<file path="config.mk">
export PLATFORM = sky130hd
export DESIGN_NAME = mem_fill_gen
export DESIGN_NICKNAME = d
export VERILOG_FILES = /design/src/rtl/mem_fill_gen.sv
export SDC_FILE = /design/constraint.sdc
export NUM_CORES = 1
export LEC_CHECK = 0
export BUFFER_PORTS_ARGS = -buffer_cell sky130_fd_sc_hd__buf_2
export CORE_ASPECT_RATIO = 2
export CORE_MARGIN = 8
export CORE_UTILIZATION = 45
export CTS_CLUSTER_DIAMETER = 100
export DETAILED_ROUTE_END_ITERATION = 8
export PLACE_DENSITY = 0.68
export RECOVER_POWER = 25
export REMOVE_ABC_BUFFERS = 1
export SYNTH_ARGS = -nofsm -noshare
export SYNTH_HDL_FRONTEND = slang
export SYNTH_SLANG_ARGS = --single-unit
export TNS_END_PERCENT = 10
</file>
<file path="constraint.sdc">
create_clock -name clk -period 5.2 [get_ports clk]
set_input_delay 1.04 -clock clk [delete_from_list [all_inputs] [get_ports clk]]
set_output_delay 1.04 -clock clk [all_outputs]
set_load 0.01 [all_outputs]
</file>
<file path="src/rtl/mem_fill_gen.sv">
module mem_fill_gen #(
  parameter int DATA_W = 32,
  parameter int ADDR_W = 32
) (
  input  logic              clk,
  input  logic              rst,
  input  logic              run,
  input  logic              start,
  input  logic [ADDR_W-1:0] base,
  input  logic [ADDR_W-1:0] lim,
  input  logic [ADDR_W-1:0] len,
  input  logic              rand_data,
  input  logic              rand_addr,
  output logic              done,
  output logic              wr_valid,
  input  logic              wr_ready,
  output logic [ADDR_W-1:0] wr_addr,
  output logic [DATA_W-1:0] wr_data
);
  localparam int BYTES = DATA_W / 8;
  localparam int SH    = $clog2(BYTES);
  localparam int LW    = 23;

  logic              busy;
  logic              rd_q, ra_q;
  logic [ADDR_W-1:0] base_q, mask_q, words_q, cnt, off;
  logic [LW-1:0]     lfsr;

  wire [ADDR_W-1:0] in_words = len >> SH;
  wire [ADDR_W-1:0] span     = (lim - base) >> SH;
  wire              fire     = busy & wr_ready;
  wire              last     = (cnt == words_q - 1'b1);
  wire [LW-1:0]     lfsr_nx  = {lfsr[LW-2:0], lfsr[22] ^ lfsr[17]};

  assign off      = ra_q ? ADDR_W'(lfsr) : cnt;
  assign wr_valid = busy;
  assign wr_addr  = base_q + (off & mask_q);
  assign wr_data  = rd_q ? DATA_W'(lfsr) : DATA_W'(cnt);

  always_ff @(posedge clk) begin
    if (rst) begin
      busy    <= 1'b0;
      done    <= 1'b0;
      cnt     <= '0;
      lfsr    <= LW'(1);
      base_q  <= '0;
      mask_q  <= '0;
      words_q <= '0;
      rd_q    <= 1'b0;
      ra_q    <= 1'b0;
    end else if (start && run) begin
      base_q  <= base >> SH;
      mask_q  <= span - 1'b1;
      words_q <= in_words;
      rd_q    <= rand_data;
      ra_q    <= rand_addr;
      cnt     <= '0;
      lfsr    <= LW'(1);
      busy    <= (in_words != '0);
      done    <= (in_words == '0);
    end else if (!run) begin
      busy <= 1'b0;
    end else if (fire) begin
      cnt  <= cnt + 1'b1;
      lfsr <= lfsr_nx;
      if (last) begin
        busy <= 1'b0;
        done <= 1'b1;
      end
    end
  end

  a_r6_hold: assert property (@(posedge clk) disable iff (rst)
    (wr_valid && !wr_ready && run && !start) |=>
      (wr_valid && $stable(wr_addr) && $stable(wr_data)));

  a_r7_done_idle: assert property (@(posedge clk) disable iff (rst)
    done |-> !wr_valid);

  a_r7_done_sticky: assert property (@(posedge clk) disable iff (rst)
    (done && !start) |=> done);

  a_r8_zero_len: assert property (@(posedge clk) disable iff (rst)
    (start && run && in_words == '0) |=> (done && !wr_valid));

  a_r9_abort: assert property (@(posedge clk) disable iff (rst)
    (!run && !done) |=> (!wr_valid && !done));

  a_r2_step: assert property (@(posedge clk) disable iff (rst)
    (fire && !rd_q && !last && run && !start) |=>
      (wr_valid && wr_data == $past(wr_data) + DATA_W'(1)));

  a_r5_counter_bound: assert property (@(posedge clk) disable iff (rst)
    (wr_valid && ra_q && !rd_q) |-> (wr_data < DATA_W'(words_q)));
endmodule

</file>
==> Word-level counts from Yosys, hierarchy flattened <==
Cells that the tools add are included.
W data, S select, Z words.
{ "word_totals": {"reg_bits": 151, "latchBits": 0, "mem_bits_rw": 0, "mem_bits_ro": 0, "inputBits": 103, "n_memories": 0} }
{ "classes": {"addsub": 5, "multipliers": 0, "div_mod_pow": 0, "n_lt_le_gt_ge": 0, "n_eq_ne": 3, "shifts": 0, "mux": 10, "n_bitwise": 3, "n_reduce_logical": 10} }
{ "op_table": {"columns": ["operator", "count"], "rows": [
  ["$mux W32", 2],
  ["$sub A30 B1 Y31 const B", 2],
  ["$add A30 B32 Y32", 1],
  ["$add A32 B1 Y32 const B", 1],
  ["$and A32 B32 Y32", 1],
  ["$eq A32 B32 Y1", 1],
  ["$logic_not A32 Y1", 1],
  ["$reduce_bool A32 Y1", 1],
  ["$sub A32 B32 Y32", 1],
  ["$mux W1", 8],
  ["$ne A3 B1 Y1 const B", 2],
  ["$reduce_bool A2 Y1", 3],
  ["$reduce_and A2 Y1", 2],
  ["$reduce_and A3 Y1", 1],
  ["$reduce_or A2 Y1", 1],
  ["$and A1 B1 Y1", 1],
  ["$logic_and A1 B1 Y1", 1],
  ["$xor A1 B1 Y1", 1]
]} }

==> Depth between registers and ports, before layout <==
Gate-level depths: netlist of run 1.
{ "depth": {"depth_word": 6, "depth_mapped": 18, "ltp_nobuf": 16} }

==> Worst setup path before layout of run 1 <==
No wires, ideal clock.
{ "synth_path": {"path_kind": "reg-to-output", "startpoint": "register ra_q", "endpoint": "output wr_addr[31]", "arrival_time_ps": 3588, "required_time_ps": 4160, "slack_ps": 572, "stages_incl_launch_ff": 17, "path_cell_list": "dfxtp_1 > clkbuf_1 > buf_1 > mux2i_1 > nor2b_1 > ha_1 > and3_1 > a31oi_1 > o21ai_0 > o21ai_0 > o211ai_1 > o311ai_0 > a2bb2oi_1 > a21o_1 > o31a_1 > xor2_1 > nor3b_1"} }
{ "synth_between": {"elab_chain_len": 3} }
{ "synth_rtl": {"columns": ["element", "line", "rtl"], "rows": [
  ["from (decl)", "25", "logic rd_q, ra_q;"],
  ["from (signal assigned)", "56", "ra_q <= rand_addr;"],
  ["$mux W32", "35", "assign off = ra_q ? ADDR_W'(lfsr) : cnt;"],
  ["$and A32 B32 Y32", "37", "assign wr_addr = base_q + (off & mask_q);"],
  ["$add A30 B32 Y32", "37", null],
  ["to (decl)", "17", "output logic [ADDR_W-1:0] wr_addr,"]
]} }
Every way passes these cells.

==> Worst setup path in the final report of run 1 <==
{ "layout_path": {"startpoint": "register ra_q", "endpoint": "output wr_addr[16]"} }
Same word-level chain as after synthesis.

==> results of run 1 <==
==> worst max-delay path, cell delays in order, from the launching register on <==
cell and delay [ns]:
dfxtp_2 0.38, buf_12 0.18, mux2i_2 0.25, nor2b_1 0.07, ha_1 0.19, inv_1 0.07
fa_1 0.21, nor2b_2 0.07, o2111ai_2 0.23, nand2_1 0.13, a21o_1 0.19, a21o_1 0.22
a211o_1 0.34, a21oi_2 0.18, o21ai_1 0.11, a21o_1 0.19, a21oi_1 0.17, xnor2_1 0.18
buf_2 0.18
==> state kept, by name (all words and copies together) (netlist names) <==
register  flops
cnt          32
mask_q       31
base_q       30
words_q      30
lfsr         23
done          1
ra_q          1
rd_q          1
wr_valid      1
==> metal layers <==
metal,up-vias,routed length (µm),global-route usage (%)
li1,5497,-,-
met1,4961,12300,20.3
met2,268,18000,40.8
met3,80,1190,3.49
met4,0,1610,12.5
met5,-,0,0
==> synth_stat cells (all sizes together), types with 15 or more instances <==
cell	count	share of area, %
and3	15	0.86
mux2	26	2.6
xnor2	72	5.6
inv	55	1.8
nor2b	41	2.3
a211oi	22	1.5
a21o	29	1.9
o21ai	47	2.1
nand4	26	1.5
nand2	248	8.4
xor2	77	6.0
a21oi	160	7.2
dfxtp	150	27
nor4	23	1.4
nor3	32	1.6
ha	63	7.0
nand3	41	1.9
nor2	111	3.7
mux2i	24	2.1
clkbuf	72	2.4
==> worst max path at each step <==
stage	slack, ns	start	end
floorplan	0.38	ra_q	wr_addr[31]
global placement	0.44	ra_q	wr_addr[30]
detailed placement	0.36	ra_q	wr_addr[30]
CTS	0.001	ra_q	wr_addr[16]
global route	-0.01	ra_q	wr_addr[16]
finish	0.18	ra_q	wr_addr[16]
==> power breakdown <==
part	internal (mW)	switching (mW)
Clock	0.830	0.479
Combinational	0.290	0.421
Sequential	1.19	0.0356
==> layout make-up <==
| type | count | share of cell area, % |
|---|---|---|
| Clock buffer | 25 | 3.94 |
| Clock inverter | 7 | 0.879 |
| Tap cell | 332 | 3.17 |
| Multi-Input combinational cell | 1210 | 59.2 |
| Timing Repair Buffer | 195 | 8.24 |
| Antenna cell | 3 | 0.0573 |
| Inverter | 55 | 1.58 |
| Sequential cell | 150 | 22.9 |
==> logic make-up after synthesis <==
logic type,after synthesis
simple gates,605
compound gates,342
flops,150
xor+xnor,149
buf+inv,140
fa+ha+maj,64
mux,50
==> repair_timing <==
item / in CTS / in global routing
pin swaps: 0 / 4
cloned: 1 / 0
hold buffers: 0 / 0
buffers inserted: 0 / 8
setup endpoints to repair: 4 / 6
resized for setup: 7 / 17
==> cells in the final DEF (no fill, tap or decap), types with 7 or more instances in the layout <==
| cell | n |
|---|---|
| a211oi_1 | 22 |
| a21o_1 | 29 |
| a21oi_1 | 154 |
| a31oi_1 | 11 |
| and2_1 | 9 |
| and3_1 | 12 |
| buf_2 | 163 |
| buf_4 | 26 |
| clkbuf_16 | 17 |
| dfxtp_1 | 149 |
| ha_1 | 63 |
| inv_1 | 55 |
| mux2_2 | 25 |
| mux2i_1 | 21 |
| nand2_1 | 246 |
| nand2b_1 | 13 |
| nand3_1 | 40 |
| nand4_1 | 26 |
| nor2_1 | 110 |
| nor2b_1 | 40 |
| nor3_1 | 29 |
| nor4_1 | 21 |
| o21a_1 | 7 |
| o21ai_0 | 41 |
| o31ai_1 | 9 |
| or3_1 | 13 |
| xnor2_1 | 72 |
| xor2_1 | 77 |
==> stage by stage <==
step                      TNS, ns  hold slack, ns  power [mW]  instances  cell area (µm²)
after CTS                       0           0.451        3.27       1966            13000
after global routing      -0.0134           0.468        3.40       1977            13100
after floorplan                 0           0.421        1.74       1415            10900
after detailed placement        0           0.444        1.95       1933            12300
after global placement          0           0.438        1.94       1933            12300
final                           0           0.446        3.25       1977            13100
==> run_results.csv, run 1 <==
group,metric,value,unit
timing,fin_crit,5.02,ns
clock_network,clk-insertion-delay-late,0.43,ns
worst_hold_path,min_to,"mask_q[10]",
worst_setup_path,timing.rr.end,"wr_valid",
global_route,overflow,0,
logic_synthesis,synth-seq-cells,150,
outcome,status,"finished with violations",
placed_design,portBuffers,166,
worst_setup_path,end_kind,"output port",
cells_and_area,nets,1796,
worst_setup_path,crit_type,"register to output port",
drt,drt_iter0_drc,583,
logic_synthesis,yosys.area_share.simple,25.8,%
placed_design,pre_cts_slack,0.360,ns
worst_hold_path,hold_start,"mask_q[10]",
worst_setup_path,cp.required,4.16,ns
timing,fin_worst_skew,0.00537,ns
cells_and_area,fill_cells,2406,
worst_setup_path,worstReg2RegStart,"words_q[0]",
floorplanning,core,0.0244,mm²
logic_synthesis,yosys.area_share.xor_xnor,11.7,%
cells_and_area,regArea,0.00300,mm²
floorplanning,fp.dieH,239,µm
timing,period_share,96.6,%
global_route,grt_max_degree,88,
global_route,grt_pass1_wl,51200,µm
global_route,grt_pass1_vias,10500,
floorplanning,num_rows,81,
clock_network,clockRootBuffer,"clkbuf_16",
drt,wl_per_cell,16.7,µm
worst_hold_path,holdPathStages,2,
cells_and_area,post-route-util,53.6,%
timing,setup_violations,0,
clock_network,htreeDepth,4,
timing,clock.fmax,0.199,GHz
logic_synthesis,synthMuxAreaShare,4.79,%
run,drv_cap,2,
drt,first_pass_iters,4,
worst_setup_path,worstSetupStartpointType,"register",
placed_design,gp_congestion,0.899,
cells_and_area,multi_input_area,0.00775,mm²
worst_setup_path,cp_max_fo,15,
logic_synthesis,synth_compound_area_share,18.9,%
logic_synthesis,synth_adder_area_share,7.22,%
logic_synthesis,postSynthCellCount,1500,
power_and_ir_drop,p_leak,5.54,nW
clock_network,cts_buffer_depth,2,
worst_setup_path,r2r_setup_slack,1.60,ns
timing,hold_viol,0,
timing,maxSlewViolCount,144,
worst_hold_path,hp-class,"register to register",
cells_and_area,syn2layout_area_growth,16.9,%
floorplanning,io_pins,169,
drt,num_vias,10800,
drt,ant_nets,0,
power_and_ir_drop,vdd_drop_max,0.000236,V
logic_synthesis,synth_top_family_by_area,"simple AND/OR/NAND/NOR gates",
drt,routed_wl,33100,µm
worst_setup_path,r2r_cells,12,
logic_synthesis,async_reset_ff_share,0,%
global_route,antenna_found_initial,3,
cells_and_area,drive_gt1_share,17.8,%
drt,via_per_inst,5.47,
logic_synthesis,ys_seq_area_share,26.8,%
floorplanning,initial_utilization,45.9,%
outcome,violations,"capacitance limit, slew limit",
clock_network,cts_tree,"built",
logic_synthesis,syn_area_per_cell,7.47,µm²
logic_synthesis,synthFlopType,"dfxtp_1",
floorplanning,die_w,128,µm
drt,drc_errors,0,
logic_synthesis,syn_area,0.0112,mm²
clock_network,cts_buffers,17,
clock_network,clk_pin_slew,0.06,ns
timing,setup_slack,0.175,ns
timing,worstMarginPinSlew,3.01,ns
power_and_ir_drop,power.density,248,mW/mm²
worst_setup_path,critPathArrivalTime,3.98,ns
logic_synthesis,synth_edf_count,0,
clock_network,clock_sinks,150,
logic_synthesis,synth_cell_types,75,
logic_synthesis,yosys_warnings,0,
floorplanning,dieArea,0.0305,mm²
placed_design,dp_hpwl,26000,µm
global_route,grt_usage,21.2,%
timing,slew_headroom,-101,%
Note: power is estimated with default switching activity, not from simulation.
==> run 2, diff against run 1 <==
ABC_AREA = 1   (was default)
==> run_results.csv, run 2 <==
group,metric,value,unit
outcome,status,"finished with violations",
outcome,violations,"capacitance limit, slew limit",
logic_synthesis,synth_edf_count,0,
timing,worstMarginPinSlew,2.04,ns
clock_network,post_cts_buffers,0,
cells_and_area,largest_reg_flops,32,
timing,slew_headroom,-35.8,%
logic_synthesis,synth_top_area_share,24.3,%
worst_setup_path,setup.worst_path.start,"ra_q",
power_and_ir_drop,p_leak,7.25,nW
worst_hold_path,hold_start,"done",
worst_setup_path,critPathSlowestCell,"fa_1",
floorplanning,io_pins,169,
timing,period_share,92.4,%
placed_design,pre_cts_slack,0.989,ns
logic_synthesis,yosys_warnings,0,
clock_network,clk_pin_slew,0.06,ns
cells_and_area,antenna_cells,0,
clock_network,cts_buffers,17,
global_route,grt_max_degree,57,
clock_network,clock_sinks,150,
worst_setup_path,path_cells,"inv_1 -> o21ai_0 -> a21oi_1 -> ha_1 -> inv_1 -> fa_1 -> o21ai_1 -> a21oi_1 -> o21ai_1 -> a21boi_0 -> o21ai_0 -> a31oi_1 -> xnor2_1 -> buf_2",
clock_network,clk-insertion-delay-late,0.43,ns
timing,fin_crit,4.80,ns
clock_network,clockRootBuffer,"clkbuf_16",
worst_setup_path,worstReg2RegStart,"words_q[0]",
floorplanning,die_w,133,µm
clock_network,cts_hold_buf,0,
drt,ant_nets,0,
cells_and_area,multi_input_area,0.00775,mm²
drt,drc_errors,0,
logic_synthesis,syn_area,0.0123,mm²
global_route,overflow,0,
worst_setup_path,end_kind,"output port",
worst_setup_path,critPathArrivalTime,3.76,ns
drt,num_vias,12800,
logic_synthesis,postSynthCellCount,2065,
placed_design,portBuffers,166,
drt,routed_wl,38300,µm
worst_setup_path,worstSetupStartpointType,"register",
cells_and_area,regArea,0.00300,mm²
floorplanning,fp.dieH,250,µm
timing,setup_violations,0,
logic_synthesis,async_reset_ff_share,0,%
logic_synthesis,synthFlopType,"dfxtp_1",
clock_network,post_cts_resized,0,
placed_design,dp_hpwl,31600,µm
drt,wl_per_cell,14.9,µm
floorplanning,initial_utilization,45.3,%
drt,drt_iter0_drc,902,
power_and_ir_drop,vdd_drop_max,0.000242,V
logic_synthesis,syn_area_per_cell,5.97,µm²
timing,hold_viol,0,
logic_synthesis,synth-seq-cells,150,
worst_setup_path,cp_top_family,"compound AO/OA/AOI/OAI gates",
timing,rsz0062_at_grt,"false",
worst_setup_path,cp_max_fo,6,
logic_synthesis,ys_seq_area_share,24.3,%
worst_setup_path,path_buf_inv,3,
placed_design,gp_congestion,0.932,
cells_and_area,nets,2381,
logic_synthesis,ys_top_cells_by_area,"dfxtp_1 24%, nand2_1 17%, inv_1 11%",
worst_setup_path,crit_type,"register to output port",
timing,setup_slack,0.396,ns
logic_synthesis,yosysMostFrequentCell,"nand2_1",
floorplanning,dieArea,0.0333,mm²
logic_synthesis,yosysTopAreaCell,"dfxtp_1",
cells_and_area,fill_cells,2998,
logic_synthesis,synth_cell_types,47,
floorplanning,num_rows,86,
worst_setup_path,cp.required,4.16,ns
timing,clock.fmax,0.208,GHz
timing,hold_ws,0.449,ns
cells_and_area,largest_register,"cnt",
global_route,grt_pass1_vias,12300,
global_route,grt_usage,22.7,%
cells_and_area,syn2layout_area_growth,13.9,%
timing,maxSlewViolCount,136,
cells_and_area,final_cell_mix,"563 x nand2_1, 359 x inv_1, 178 x nor2_1",
drt,first_pass_iters,5,
drt,via_per_inst,4.98,
clock_network,cts_tree,"built",
run,drv_cap,3,
worst_setup_path,slowest_delay,0.40,ns
cells_and_area,largest_registers,"cnt x32, mask_q x31",
cells_and_area,post-route-util,51.6,%
cells_and_area,layout_commonest_cell,"nand2_1",
global_route,antenna_found_initial,0,
global_route,grt_pass1_wl,61200,µm
power_and_ir_drop,total_power,3.30,mW
logic_synthesis,yosys-top-cells-count,"563 x nand2_1, 359 x inv_1, 179 x nor2_1",
cells_and_area,drive_gt1_share,12.0,%
worst_hold_path,hp-class,"register to register",
clock_network,htreeDepth,4,
power_and_ir_drop,power.density,235,mW/mm²
clock_network,cts_buffer_depth,2,
floorplanning,core,0.0272,mm²
timing,fin_worst_skew,0.00675,ns
## run 2: changes by cell type after synthesis, moves of 31 or more
| cell | delta |
|---|---|
| nand2_1 | +317 |
| inv_1 | +304 |
| o21ai_0 | +128 |
| nor2_1 | +68 |
| nand3_1 | +53 |
| xnor2_1 | -49 |
| nor2b_1 | -41 |
| clkbuf_1 | -31 |
## run 2: cell type report
| type | instances | area share, % |
|---|---|---|
| inverter | 376 | 10.0 |
| timing repair buffer | 176 | 6.21 |
| tap | 352 | 3.13 |
| clock buffer | 17 | 3.03 |
| multi-input combinational | 1493 | 55.2 |
| clock inverter | 15 | 1.03 |
| sequential | 150 | 21.4 |
## run 2: final timing paths
check | end | slack, ns | cells past startpoint
worst max-delay path | wr_addr[24] | 0.40 | 14
worst min-delay path | done | 0.45 | 2
worst max register to register | done | 2.72 | 16
worst min register to register | done | 0.45 | 2
## run 2: per-layer routing
layer | up-vias | GRT usage (%) | share of wire [%]
met4 | 0 | 7.70 | 3.3
li1 | 6845 | - | -
met2 | 324 | 40.4 | 49
met3 | 55 | 3.97 | 4.9
met5 | - | 0 | 0
met1 | 5612 | 26.7 | 43
## run 2: kinds of logic after synthesis
logic type / count (synthesis) / share of synthesized area (%)
xor gates and xnor gates: 86 / 6.11
adders and majority gates: 64 / 6.55
and+or+nand+nor: 982 / 34.5
DFF: 150 / 24.3
AOI/OAI and AO/OA: 361 / 15.6
buffers and inverters: 422 / 12.9
## run 2: per-stage QoR
step	instances	instance area, µm²	TNS [ns]
finish	2579	14100	0
global route	2579	14100	0
CTS	2579	14100	0
detailed placement	2547	13500	0
global placement	2547	13500	0
floorplan	2019	12200	-9.34
## run 2: where the power goes
part / internal, mW / switching, mW
registers: 1.20 / 0.0388
logic: 0.288 / 0.572
clock network: 0.670 / 0.535
total: 2.15 / 1.15
## run 2: worst reg2reg max path, stage by stage, from the launching register on
cell and delay, ns:
dfxtp_1 0.31, inv_1 0.13, ha_1 0.23, nand3_1 0.15, nor2_2 0.25, nand2_1 0.13
nor2_2 0.26, nand2_1 0.08, o21ai_0 0.08, nand2_1 0.07, nor2_1 0.15, nand3_1 0.11
nor2_1 0.09, nand3_1 0.12, nand2_1 0.08, nand2_1 0.05, a21oi_1 0.12
==> run 3, diff against run 2 <==
CELL_PAD_IN_SITES_DETAIL_PLACEMENT = 1   (was default)
CELL_PAD_IN_SITES_GLOBAL_PLACEMENT = 1   (was default)
CORE_UTILIZATION = 41   (was 45)
PLACE_DENSITY = 0.85   (was 0.68)
==> run_results.csv, run 3 (same netlist as run 2, synthesis figures left out) <==
group,metric,value,unit
worst_setup_path,worstSetupStartpointType,"register",
cells_and_area,syn2layout_area_growth,14.5,%
worst_setup_path,end_kind,"output port",
worst_hold_path,hold_start,"done",
outcome,violations,"capacitance limit, slew limit",
clock_network,cts_hold_buf,0,
outcome,status,"finished with violations",
cells_and_area,largest_reg_flops,32,
power_and_ir_drop,switching_share,34.6,%
worst_setup_path,setup.worst_path.start,"ra_q",
floorplanning,dieArea,0.0362,mm²
power_and_ir_drop,power.density,246,mW/mm²
clock_network,cts_tree,"built",
global_route,met2_usage,46.0,%
cells_and_area,nets,2380,
run,drv_cap,3,
worst_setup_path,critPathArrivalTime,3.90,ns
cells_and_area,largest_registers,"cnt x32, mask_q x31",
global_route,grt_max_degree,51,
clock_network,post_cts_resized,0,
floorplanning,initial_utilization,41.2,%
placed_design,dp_hpwl,36700,µm
worst_hold_path,hp-class,"register to register",
floorplanning,fp.dieH,261,µm
clock_network,htreeDepth,4,
power_and_ir_drop,power_frac_clock,38.4,%
drt,drc_errors,0,
cells_and_area,drive_gt1_share,12.4,%
drt,drt_iter0_drc,547,
worst_setup_path,crit_type,"register to output port",
global_route,grt_usage,24.6,%
floorplanning,io_pins,169,
floorplanning,num_rows,90,
clock_network,clk_pin_slew,0.06,ns
worst_setup_path,timing.rr.end,"done",
cells_and_area,fill_cells,4255,
power_and_ir_drop,p_leak,7.30,nW
power_and_ir_drop,vdd_drop_max,0.000240,V
drt,first_pass_iters,5,
clock_network,post_cts_buffers,0,
timing,clock.fmax,0.203,GHz
timing,hold_ws,0.458,ns
power_and_ir_drop,combPwrFrac,25.9,%
global_route,grt_pass1_wl,71800,µm
floorplanning,core,0.0300,mm²
worst_setup_path,cp_max_fo,6,
timing,slew_headroom,-49.9,%
worst_hold_path,holdPathStages,2,
timing,fin_worst_skew,0.0109,ns
worst_setup_path,cp.required,4.16,ns
clock_network,clk-insertion-delay-late,0.44,ns
timing,rsz0062_at_grt,"false",
clock_network,cts_buffers,17,
clock_network,clockRootBuffer,"clkbuf_16",
drt,ant_nets,0,
floorplanning,die_w,139,µm
drt,routed_wl,45100,µm
worst_hold_path,min_to,"done",
drt,via_per_inst,5.25,
cells_and_area,layout_commonest_cell,"nand2_1",
timing,setup_violations,0,
global_route,overflow,0,
timing,hold_viol,0,
power_and_ir_drop,intPower,2.27,mW
worst_setup_path,r2r_cells,16,
drt,wl_per_cell,17.4,µm
global_route,grtUsageMet3,3.18,%
timing,maxSlewViolCount,127,
global_route,grt_pass1_vias,14400,
placed_design,portBuffers,166,
cells_and_area,largest_register,"cnt",
power_and_ir_drop,switching_power,1.20,mW
power_and_ir_drop,p_seq_share,35.7,%
placed_design,gp_congestion,0.913,
timing,worstMarginPinSlew,2.25,ns
clock_network,cts_buffer_depth,2,
worst_setup_path,r2r_setup_slack,2.56,ns
clock_network,clock_sinks,150,
global_route,antenna_found_initial,0,
worst_setup_path,worstReg2RegStart,"words_q[0]",
cells_and_area,layoutNonFillerInstCount,2594,
drt,num_vias,13600,
global_route,top_usage_layer,"met2",
cells_and_area,final_cell_mix,"563 x nand2_1, 359 x inv_1, 178 x nor2_1",
cells_and_area,antenna_cells,0,
timing,period_share,94.9,%
timing,fin_crit,4.94,ns
global_route,met1_usage,26.8,%
placed_design,dpl.cell_count,2562,
-- run 3: layout make-up --
cell class                      count  area [µm²]  area share, %
Multi-Input combinational cell   1493        7750           54.9
Sequential cell                   150        3000           21.3
Timing Repair Buffer              175         878           6.22
Clock inverter                     13         171           1.21
Clock buffer                       19         453           3.21
Tap cell                          368         460           3.26
Inverter                          376        1410           9.99
-- run 3: power by group through the flow --
stage	logic (mW)	registers, mW	clock network [mW]
2_1_floorplan	0.613	1.25	0
3_3_place_gp	0.857	1.26	0
3_5_place_dp	0.890	1.26	0
4_1_cts	0.904	1.24	1.34
5_1_grt	1.01	1.24	1.38
6_report	0.899	1.24	1.33
-- run 3: worst max path at each step --
stage / cells after the start / end / slack (ns)
after floorplan: 5 / cnt[17] / -0.33
after global placement: 15 / wr_addr[20] / 0.98
after detailed placement: 15 / wr_addr[20] / 0.89
after CTS: 14 / wr_addr[24] / 0.30
after global routing: 13 / wr_addr[24] / 0.01
final: 14 / wr_addr[24] / 0.26
-- run 3: worst max-delay path, stage by stage, from the launching register on --
cell and delay, ns:
dfxtp_1 0.33, inv_1 0.21, o21ai_0 0.11, a21oi_1 0.16, ha_1 0.19, inv_1 0.05
fa_1 0.41, o21ai_1 0.23, a21oi_1 0.14, o21ai_1 0.30, a21boi_0 0.24, o21ai_0 0.45
a31oi_1 0.23, xnor2_1 0.23, buf_2 0.17
-- run 3: per-layer routing --
| metal | up-vias | part of all wire, % |
|---|---|---|
| li1 | 6837 | - |
| met1 | 6369 | 41 |
| met2 | 305 | 51 |
| met3 | 99 | 3.5 |
| met4 | 0 | 4.9 |
| met5 | - | 0 |
-- run 3: metrics by stage --
step | total power, mW | util [%] | setup WS (ns) | setup TNS, ns | cell area, µm²
finish | 3.47 | 47.2 | 0.263 | 0 | 14100
detailed placement | 2.15 | 45.2 | 0.886 | 0 | 13500
global route | 3.64 | 47.2 | 0.0143 | 0 | 14100
CTS | 3.49 | 47.3 | 0.301 | 0 | 14200
floorplan | 1.86 | - | -0.332 | -9.34 | 12200
global placement | 2.12 | 45.2 | 0.985 | 0 | 13500
